[config.mk]
export PLATFORM = sky130hd
export DESIGN_NAME = hpt_walker
export DESIGN_NICKNAME = d
export VERILOG_FILES = /design/src/rtl/hptw_pkg.sv /design/src/rtl/hptw_ctrl.sv /design/src/rtl/hptw_datapath.sv /design/src/rtl/hpt_walker.sv
export SDC_FILE = /design/constraint.sdc
export NUM_CORES = 1
export LEC_CHECK = 0
export BUFFER_PORTS_ARGS = -buffer_cell sky130_fd_sc_hd__buf_4
export CAP_MARGIN = 20
export CORE_ASPECT_RATIO = 0.5
export CORE_UTILIZATION = 30
export CTS_CLUSTER_DIAMETER = 100
export DETAILED_ROUTE_END_ITERATION = 8
export HOLD_SLACK_MARGIN = 0.08
export PLACE_DENSITY_LB_ADDON = 0.15
export SYNTH_ARGS = -nofsm -noshare
export SYNTH_HDL_FRONTEND = slang
export SYNTH_SLANG_ARGS = --single-unit
[constraint.sdc]
create_clock -name clk -period 2.4 [get_ports clk]
set_input_delay 0.36 -clock clk [delete_from_list [all_inputs] [get_ports clk]]
set_output_delay 0.36 -clock clk [all_outputs]
set_load 0.02 [all_outputs]
[src/rtl/hptw_pkg.sv]
package hptw_pkg;

  typedef enum logic [1:0] {
    WALK_IDLE,
    WALK_READ,
    WALK_CHECK,
    WALK_REPLY
  } walk_state_t;

  // strobes from the control to the datapath
  typedef struct packed {
    logic load;
    logic readEn;
    logic nextSlot;
    logic toSecondary;
    logic captureHit;
    logic captureFault;
  } walk_strobe_t;

endpackage

[src/rtl/hptw_ctrl.sv]
module hptw_ctrl
  import hptw_pkg::*;
#(
  parameter int SLOTS = 8
) (
  input  logic         clk,
  input  logic         rst,
  input  logic         reqValid,
  input  logic         entryMatch,
  input  logic         lastSlot,
  input  logic         onSecondary,
  output walk_strobe_t strobe,
  output logic         reqReady,
  output logic         rspValid
);

  localparam int MAX_WALK = 4 * SLOTS + 1;
  localparam int CNT_W    = $clog2(MAX_WALK + 1) + 1;

  walk_state_t stateQ, stateD;

  always_comb begin
    stateD   = stateQ;
    strobe   = '0;
    reqReady = 1'b0;
    rspValid = 1'b0;
    unique case (stateQ)
      WALK_IDLE: begin
        reqReady = 1'b1;
        if (reqValid) begin
          strobe.load = 1'b1;
          stateD      = WALK_READ;
        end
      end
      WALK_READ: begin
        strobe.readEn = 1'b1;
        stateD        = WALK_CHECK;
      end
      WALK_CHECK: begin
        if (entryMatch) begin
          strobe.captureHit = 1'b1;
          stateD            = WALK_REPLY;
        end else if (lastSlot && onSecondary) begin
          strobe.captureFault = 1'b1;
          stateD              = WALK_REPLY;
        end else if (lastSlot) begin
          strobe.toSecondary = 1'b1;
          stateD             = WALK_READ;
        end else begin
          strobe.nextSlot = 1'b1;
          stateD          = WALK_READ;
        end
      end
      WALK_REPLY: begin
        rspValid = 1'b1;
        stateD   = WALK_IDLE;
      end
      default: stateD = WALK_IDLE;
    endcase
  end

  always_ff @(posedge clk) begin
    if (rst) stateQ <= WALK_IDLE;
    else     stateQ <= stateD;
  end

  // walk length monitor
  logic [CNT_W-1:0] walkCycles;
  always_ff @(posedge clk) begin
    if (rst || stateQ == WALK_IDLE) walkCycles <= '0;
    else                            walkCycles <= walkCycles + 1'b1;
  end


  accept_drops_ready_chk: assert property (@(posedge clk) disable iff (rst)
    (reqValid && reqReady) |=> !reqReady);


  single_read_chk: assert property (@(posedge clk) disable iff (rst)
    strobe.readEn |=> !strobe.readEn);


  walk_bound_chk: assert property (@(posedge clk) disable iff (rst)
    walkCycles <= CNT_W'(MAX_WALK));


  reply_single_chk: assert property (@(posedge clk) disable iff (rst)
    rspValid |=> (!rspValid && reqReady));


  reset_idle_chk: assert property (@(posedge clk) disable iff (rst)
    $past(rst) |-> (reqReady && !rspValid && !strobe.readEn));

endmodule

[src/rtl/hptw_datapath.sv]
module hptw_datapath
  import hptw_pkg::*;
#(
  parameter int EA_W    = 32,
  parameter int PAGE_LD = 12,
  parameter int SEG_LD  = 28,
  parameter int HASH_W  = 19,
  parameter int GROUP_LD = 6,
  parameter int PTE_LD  = 3,
  parameter int VSID_W  = 24,
  parameter int API_W   = 6,
  parameter int WIMG_W  = 4,
  parameter int PP_W    = 2
) (
  input  logic                clk,
  input  logic                rst,
  input  walk_strobe_t        strobe,
  input  logic [EA_W-1:0]     reqEa,
  input  logic [EA_W-1:0]     cfgBase,
  input  logic [EA_W-1:0]     cfgMask,
  output logic                memRdEn,
  output logic [EA_W-1:0]     memAddr,
  input  logic [2*EA_W-1:0]   memRdData,
  output logic                entryMatch,
  output logic                lastSlot,
  output logic                onSecondary,
  output logic                hitQ,
  output logic                faultQ,
  output logic [EA_W-1:0]     paQ,
  output logic [WIMG_W-1:0]   wimgQ,
  output logic [PP_W-1:0]     ppQ
);

  localparam int PI_W    = SEG_LD - PAGE_LD;
  localparam int ESID_W  = EA_W - SEG_LD;
  localparam int SLOT_W  = GROUP_LD - PTE_LD;
  localparam int SLOTS   = 1 << SLOT_W;
  localparam int RPN_W   = EA_W - PAGE_LD;
  // first word field positions
  localparam int H_POS    = API_W;
  localparam int VSID_LO  = API_W + 1;
  localparam int V_POS    = VSID_LO + VSID_W;
  // second word field positions
  localparam int WIMG_LO  = PP_W + 1;

  logic [EA_W-1:0]   eaQ, baseQ, maskQ;
  logic [SLOT_W-1:0] slotQ;
  logic              secQ;

  always_ff @(posedge clk) begin
    if (rst) begin
      eaQ   <= '0;
      baseQ <= '0;
      maskQ <= '0;
      slotQ <= '0;
      secQ  <= 1'b0;
    end else if (strobe.load) begin
      eaQ   <= reqEa;
      baseQ <= cfgBase;
      maskQ <= cfgMask;
      slotQ <= '0;
      secQ  <= 1'b0;
    end else if (strobe.toSecondary) begin
      secQ  <= 1'b1;
      slotQ <= '0;
    end else if (strobe.nextSlot) begin
      slotQ <= slotQ + 1'b1;
    end
  end

  // address split and hashing
  logic [VSID_W-1:0] vsid;
  logic [PI_W-1:0]   pageIdx;
  logic [API_W-1:0]  apiCalc;
  logic [HASH_W-1:0] hashPri, hashSel;
  logic [EA_W-1:0]   groupOff;

  assign vsid    = VSID_W'(eaQ[EA_W-1 -: ESID_W]);
  assign pageIdx = eaQ[SEG_LD-1:PAGE_LD];
  assign apiCalc = pageIdx[PI_W-1 -: API_W];
  assign hashPri = vsid[HASH_W-1:0] ^ HASH_W'(pageIdx);
  assign hashSel = secQ ? ~hashPri : hashPri;
  assign groupOff = (EA_W'(hashSel) << GROUP_LD) & maskQ;

  assign memRdEn = strobe.readEn;
  assign memAddr = baseQ | groupOff | (EA_W'(slotQ) << PTE_LD);

  // entry decode
  logic [EA_W-1:0]   wordTag, wordMap;
  logic              entValid, entH;
  logic [VSID_W-1:0] entVsid;
  logic [API_W-1:0]  entApi;

  assign wordTag  = memRdData[2*EA_W-1:EA_W];
  assign wordMap  = memRdData[EA_W-1:0];
  assign entValid = wordTag[V_POS];
  assign entVsid  = wordTag[VSID_LO +: VSID_W];
  assign entH     = wordTag[H_POS];
  assign entApi   = wordTag[API_W-1:0];

  assign entryMatch  = entValid && (entVsid == vsid) && (entH == secQ) && (entApi == apiCalc);
  assign lastSlot    = (slotQ == SLOT_W'(SLOTS - 1));
  assign onSecondary = secQ;

  logic unusedBits;
  assign unusedBits = ^{wordMap[PAGE_LD-1:WIMG_LO+WIMG_W], wordMap[PP_W]};

  always_ff @(posedge clk) begin
    if (rst || strobe.captureFault) begin
      hitQ   <= 1'b0;
      faultQ <= !rst;
      paQ    <= '0;
      wimgQ  <= '0;
      ppQ    <= '0;
    end else if (strobe.captureHit) begin
      hitQ   <= 1'b1;
      faultQ <= 1'b0;
      paQ    <= {wordMap[EA_W-1 -: RPN_W], eaQ[PAGE_LD-1:0]};
      wimgQ  <= wordMap[WIMG_LO +: WIMG_W];
      ppQ    <= wordMap[PP_W-1:0];
    end
  end


  table_contain_chk: assert property (@(posedge clk) disable iff (rst)
    memRdEn |-> (((memAddr & ~maskQ) == (baseQ & ~maskQ)) && (memAddr[PTE_LD-1:0] == '0)));


  fault_zero_chk: assert property (@(posedge clk) disable iff (rst)
    faultQ |-> (!hitQ && paQ == '0 && wimgQ == '0 && ppQ == '0));

endmodule

[src/rtl/hpt_walker.sv]
module hpt_walker
  import hptw_pkg::*;
#(
  parameter int EA_W     = 32,
  parameter int PAGE_LD  = 12,
  parameter int SEG_LD   = 28,
  parameter int HASH_W   = 19,
  parameter int GROUP_LD = 6,
  parameter int PTE_LD   = 3,
  parameter int VSID_W   = 24,
  parameter int API_W    = 6
) (
  input  logic              clk,
  input  logic              rst,
  input  logic              reqValid,
  input  logic [EA_W-1:0]   reqEa,
  output logic              reqReady,
  input  logic [EA_W-1:0]   cfgBase,
  input  logic [EA_W-1:0]   cfgMask,
  output logic              memRdEn,
  output logic [EA_W-1:0]   memAddr,
  input  logic [2*EA_W-1:0] memRdData,
  output logic              rspValid,
  output logic              rspHit,
  output logic              rspFault,
  output logic [EA_W-1:0]   rspPa,
  output logic [3:0]        rspWimg,
  output logic [1:0]        rspPp
);

  localparam int SLOTS = 1 << (GROUP_LD - PTE_LD);

  walk_strobe_t strobe;
  logic entryMatch, lastSlot, onSecondary, hitQ, faultQ;

  hptw_ctrl #(.SLOTS(SLOTS)) u_ctrl (
    .clk(clk), .rst(rst), .reqValid(reqValid),
    .entryMatch(entryMatch), .lastSlot(lastSlot), .onSecondary(onSecondary),
    .strobe(strobe), .reqReady(reqReady), .rspValid(rspValid)
  );

  hptw_datapath #(
    .EA_W(EA_W), .PAGE_LD(PAGE_LD), .SEG_LD(SEG_LD), .HASH_W(HASH_W),
    .GROUP_LD(GROUP_LD), .PTE_LD(PTE_LD), .VSID_W(VSID_W), .API_W(API_W),
    .WIMG_W(4), .PP_W(2)
  ) u_dp (
    .clk(clk), .rst(rst), .strobe(strobe), .reqEa(reqEa),
    .cfgBase(cfgBase), .cfgMask(cfgMask),
    .memRdEn(memRdEn), .memAddr(memAddr), .memRdData(memRdData),
    .entryMatch(entryMatch), .lastSlot(lastSlot), .onSecondary(onSecondary),
    .hitQ(hitQ), .faultQ(faultQ), .paQ(rspPa), .wimgQ(rspWimg), .ppQ(rspPp)
  );

  assign rspHit   = rspValid && hitQ;
  assign rspFault = rspValid && faultQ;


  hit_xor_fault_chk: assert property (@(posedge clk) disable iff (rst)
    rspValid |-> (rspHit != rspFault));

endmodule

# Yosys cells after proc, flatten, opt, wreduce, memory -nomap -nowiden
# Cells that the tools add are included.
[totals]
register_bits = 142
input_bits = 163
[classes]
n_addsub = 1
n_eq_ne = 8
muxes = 20
n_bitwise = 5
reduce_logical = 12
[ops]
columns = ["op", "n"]
rows = [
  ["$and A25 B32 Y32", 1],
  ["$or A32 B32 Y32", 1],
  ["$or A32 B6 Y32", 1],
  ["$eq A24 B4 Y1", 1],
  ["$mux W19", 1],
  ["$not A19 Y19", 1],
  ["$xor A4 B16 Y16", 1],
  ["$mux W1", 12],
  ["$mux W2", 5],
  ["$pmux W2 S4", 1],
  ["$eq A6 B6 Y1", 1],
  ["$logic_and A1 B1 Y1", 6],
  ["$eq A2 B2 Y1 const B", 2],
  ["$mux W4", 1],
  ["$add A3 B1 Y3 const B", 1],
  ["$eq A3 B3 Y1 const B", 1],
  ["$reduce_or A3 Y1", 1],
  ["$eq A2 B1 Y1 const B", 1],
  ["$logic_not A2 Y1", 1],
  ["$ne A2 B2 Y1 const B", 1],
  ["$reduce_bool A2 Y1", 1],
  ["$reduce_or A2 Y1", 1],
  ["$eq A1 B1 Y1", 1],
  ["$logic_not A1 Y1", 1],
  ["$logic_or A1 B1 Y1", 1],
]

# Depth between registers and ports, before layout
[depth]
ltp_word = 8
mapped_depth = 9
ltp_nobuf = 5

# Modules after synthesis
# A second synthesis with hierarchy kept.
[unflattened]
cells_unflattened = 512
area_unflattened_um2 = 5217.5
[by_module_without_submodules]
columns = ["mod", "instances", "cells_each", "area_per_inst_um2", "seq_area_each_um2"]
rows = [
  ["hptw_datapath", 1, 491, 5068.6, 2552.4],
  ["hptw_ctrl", 1, 19, 136.4, 40.0],
  ["hpt_walker", 1, 2, 12.5, 0.0],
]

# Least setup slack after synthesis
# OpenSTA, ideal clock, no wires.
[synth_path]
path_type = "input -> register"
startpoint = "input memRdData[46]"
endpoint = "register u_dp.paQ[12]"
setup_ns = 0.142
arrival_time_ns = 1.718
required_time_ns = 2.258
setup_slack_ns = 0.540
path_stages = 7
n_path_buf = 2
cell_sequence = "nor4_1 -> nand2_1 -> or4_4 -> buf_6 -> buf_6 -> o21ai_2 -> a211oi_2"
[synth_via]
elab_chain_cells = 7
elab_cells_between_ends = 8
classes_between = "eq/ne: 1; mux: 3; reduce/logical: 4"
[synth_lines]
columns = ["item", "line", "rtl"]
rows = [
  ["start: declaration", "hpt_walker.sv:22", "input logic [2*EA_W-1:0] memRdData,"],
  ["$eq A24 B4 Y1 *", "hptw_datapath.sv:101", "assign entryMatch = entValid && (entVsid == vsid) && (entH == secQ) && (entApi == apiCalc);"],
  ["$logic_and A1 B1 Y1 * (3 in a row)", "hptw_datapath.sv:101", ""],
  ["$mux W1", "hptw_ctrl.sv:40", "if (entryMatch) begin"],
  ["$mux W4 *", "hptw_ctrl.sv:27", "unique case (stateQ)"],
  ["$logic_or A1 B1 Y1", "hptw_datapath.sv:109", "if (rst || strobe.captureFault) begin"],
  ["end signal: assignment", "hptw_datapath.sv:118", "paQ <= {wordMap[EA_W-1 -: RPN_W], eaQ[PAGE_LD-1:0]};"],
  ["end: declaration", "hptw_datapath.sv:29", "output logic [EA_W-1:0] paQ,"],
]
# Mark *: on every way between the ends. The rest lies on a longest branch, timed or not.
# A chain may end at the register's enable or synchronous reset.

# Final worst setup path
[layout_path]
startpoint = "register u_dp.secQ, in the netlist u_dp.onSecondary"
endpoint = "output memAddr[8]"
[layout_via]
elab_chain_cells = 4
[layout_lines]
columns = ["item", "line", "rtl"]
rows = [
  ["start: declaration", "hptw_datapath.sv:48", "logic secQ;"],
  ["start signal: assignment", "hptw_datapath.sv:56", "secQ <= 1'b0;"],
  ["start signal: assignment", "hptw_datapath.sv:62", "secQ <= 1'b0;"],
  ["start signal: assignment", "hptw_datapath.sv:64", "secQ <= 1'b1;"],
  ["$mux W19", "hptw_datapath.sv:82", "assign hashSel = secQ ? ~hashPri : hashPri;"],
  ["$and A25 B32 Y32", "hptw_datapath.sv:83", "assign groupOff = (EA_W'(hashSel) << GROUP_LD) & maskQ;"],
  ["$or A32 B32 Y32", "hptw_datapath.sv:86", "assign memAddr = baseQ | groupOff | (EA_W'(slotQ) << PTE_LD);"],
  ["$or A32 B6 Y32", "hptw_datapath.sv:86", ""],
  ["end: declaration", "hpt_walker.sv:21", "output logic [EA_W-1:0] memAddr,"],
]
# Every way passes these cells.

==> impl_metrics.csv <==
group,metric,value,unit
worst_setup_path,path_cells,"buf_4 > xnor2_1 > xnor2_1 > a21o_1 > buf_4",
worst_setup_path,critical_path.top_delay_family,"buffers and inverters",
route,routed_wl,16.6,mm
cts,hold_buffers,0,
floorplan,die_area,19200,µm²
place,gp_congestion,0.726,
global_routing,grt_usage,17.5,%
yosys,synthArstFlopShare,0,%
timing,setup_viol,0,
cts,worstSkewPairLatency,0.41,ns
cts,postCtsSetupBuffers,0,
route,dr.pass1.iters,4,
worst_setup_path,rr_worst_depth,4,
worst_setup_path,critPathLaunchType,"register",
timing,rsz0062_at_grt,"false",
final_layout,final_common_cell,"buf_4",
timing,fmax,468,MHz
worst_setup_path,r2r-end,"u_dp.paQ[2]$_SDFFE_PP0P_",
floorplan,die_height,98.5,µm
cts,cts_sinks,129,
worst_hold_path,hold_end,"u_dp.baseQ[29]$_SDFFE_PP0P_",
flow_run,maxCapViolCount,0,
power,combinationalPowerShare,11.6,%
yosys,syn_inst,667,
power,power_leakage,3.46,nW
power,p_clk_share,46.9,%
place,hpwl,11.0,mm
final_layout,diodes,0,
power,sw_frac_of_total,24.5,%
timing,slew_viol_final,0,
global_routing,first_global_vias,5243,
yosys,ys_ff_latch,129,
timing,hold_viol,0,
power,seq_power_share,41.6,%
timing,final.setup.tns,0,ns
worst_setup_path,slowest_stage,"buf_4",
cts,clockRootBuffer,"clkbuf_16",
power,p_switching,1.35,mW
floorplan,die_x,195,µm
final_layout,layout_common_cells,"buf_4 (233), nand2_1 (169), dfxtp_1 (128)",
power,ir_drop,0.497,mV
global_routing,grt_max_degree,64,
floorplan,fp.coreArea,17800,µm²
power,p_per_area,693,nW/µm²
final_layout,fin_nets,1016,
worst_setup_path,path_buf_inv,2,
route,routed_via_density,4.82,
final_layout,fillCellCount,1847,
global_routing,grt_pass1_wl,26.8,mm
cts,cts_tree,"yes",
cts,clk_pin_slew,0.06,ns
floorplan,initial_core_util,31.4,%
yosys,yosysUniqueCellTypes,40,
timing,finalWorstPathRequiredPeriod,2.14,ns
timing,worst_slew_pin_slew,0.529,ns
place,port_buffers,218,
yosys,synth_top_flop_cell,"dfxtp_1",
cts,post_cts_resized,0,
route,vias,5296,
place,post_dp_cell_area,7370,µm²
global_routing,grt.overflow.total,0,
yosys,avgSynthCellArea,8.38,µm²
worst_setup_path,crit_fanout,24,
worst_setup_path,crit_required,2.04,ns
outcome,status,"finished clean",
route,drt-wirelength-per-cell,15.1,µm
yosys,yosysWarnings,0,
worst_setup_path,end_kind,"output port",
final_layout,drive_above_1_share,34.7,%
yosys,yosysSeqAreaShare,46.4,%
timing,finalCritPeriodShare,89.1,%
route,ant_nets,0,
worst_setup_path,r2r_start,"u_ctrl.stateQ[0]$_SDFFE_PP0P_",
floorplan,io_pins,238,
timing,skew,0.00901,ns
global_routing,antenna_found_initial,0,
worst_setup_path,cp.arrival,1.78,ns
worst_setup_path,cpPeakStageDelay,0.38,ns
floorplan,fp-row-count,34,
worst_hold_path,min_path_cells,3,
route,drtIter0Drc,189,
final_layout,area_delta_synth_final,42.3,%
yosys,syn_area,5590,µm²
cts,htreeDepth,4,
worst_setup_path,r2r_setup_slack,0.44,ns
worst_setup_path,critical_path_class,"reg -> out",
power,internal_power,4.16,mW
route,route.detailed.drc,0,
timing,slew_headroom,64.7,%
worst_hold_path,worstHoldPathType,"in -> reg",
worst_hold_path,hold_path_startpoint,"cfgBase[29]",
final_layout,fin_area,7950,µm²
yosys,synth_edf_count,1,
cts,cts_max_path_buffers,2,
cts,cts_buffers,17,
yosys,syn_nets,832,
timing,fin_hold_ws,0.185,ns
-- registers in the layout, summed over array words and instances, names as in the netlist --
register          flops
u_dp.paQ             32
u_dp.baseQ           32
u_dp.eaQ             32
u_dp.wimgQ            4
u_dp.maskQ           19
u_dp.faultQ           1
u_dp.slotQ            3
u_dp.onSecondary      1
u_ctrl.stateQ         2
u_dp.ppQ              2
u_dp.hitQ             1
-- how the worst max path moves through the flow --
stage                                  startpoint                        end  slack, ns  cells after the start
finish              u_dp.onSecondary$_SDFFE_PP0P_                 memAddr[8]       0.26                      5
global route        u_dp.onSecondary$_SDFFE_PP0P_                 memAddr[8]       0.15                      5
CTS                 u_dp.onSecondary$_SDFFE_PP0P_                 memAddr[8]       0.21                      5
detailed placement                  memRdData[47]   u_dp.paQ[2]$_SDFFE_PP0P_       0.19                      6
global placement                    memRdData[46]   u_dp.paQ[1]$_SDFFE_PP0P_       0.22                      6
floorplan                           memRdData[46]  u_dp.paQ[12]$_SDFFE_PP0P_       0.54                      7
-- logic make-up after synthesis --
logic type,count (synthesis),synth area share [%]
flops,129,46.4
buf+inv,73,6.74
xor+xnor,31,4.86
fa+ha+maj,2,0.448
compound gates,188,21.6
simple gates,244,20.0
-- power groups by stage --
| stage | clock [mW] | combinational, mW | sequential (mW) |
|---|---|---|---|
| 6_report | 2.58 | 0.638 | 2.29 |
| 5_1_grt | 2.77 | 0.709 | 2.30 |
| 3_3_place_gp | 0 | 0.644 | 2.33 |
| 4_1_cts | 2.65 | 0.650 | 2.29 |
| 3_5_place_dp | 0 | 0.648 | 2.34 |
| 2_1_floorplan | 0 | 0.336 | 2.32 |
-- cells in the mapped netlist (all sizes together), types with 5 or more instances --
| cell type | n | area (µm²) |
|---|---|---|
| nand2 | 170 | 638 |
| dfxtp | 128 | 2560 |
| a21oi | 86 | 438 |
| a211oi | 39 | 343 |
| clkbuf | 39 | 146 |
| nand4 | 38 | 238 |
| o21ai | 38 | 228 |
| buf | 33 | 226 |
| xor2 | 23 | 201 |
| a21o | 19 | 143 |
| xnor2 | 8 | 70.1 |
| nor4 | 6 | 43.8 |
| nor3 | 5 | 30.0 |
-- tightest hold or removal path, stage by stage --
cell and delay (ns):
buf_4 0.11, nand2_1 0.04, a21oi_1 0.05
-- metal layers --
layer  share of wire (%)  GRT usage (%)  vias to the layer above
li1                    -              -                     2682
met1                  47           22.5                     2475
met2                  47           28.2                      122
met3                 5.2           4.72                       17
met4                 1.2           6.54                        0
met5                   0              0                        -
-- final cells by class --
type                       count  area, µm²  area share (%)
clock buffer                  23        478            6.01
clock inverter                 9        105            1.32
inverter                       1       3.75          0.0472
multi-input combinational    465       2650            33.3
sequential                   129       2590            32.6
tap                          234        293            3.68
timing repair buffer         237       1830            23.0
-- per-stage QoR --
step | setup slack, ns | util, % | power, mW | instances
after global routing | 0.153 | 44.7 | 5.78 | 1098
final | 0.262 | 44.7 | 5.51 | 1098
after global placement | 0.222 | 41.4 | 2.98 | 1066
after CTS | 0.209 | 44.7 | 5.59 | 1098
after floorplan | 0.540 | - | 2.66 | 667
after detailed placement | 0.190 | 41.4 | 2.99 | 1066
Note: power is estimated with default switching activity, not from simulation.
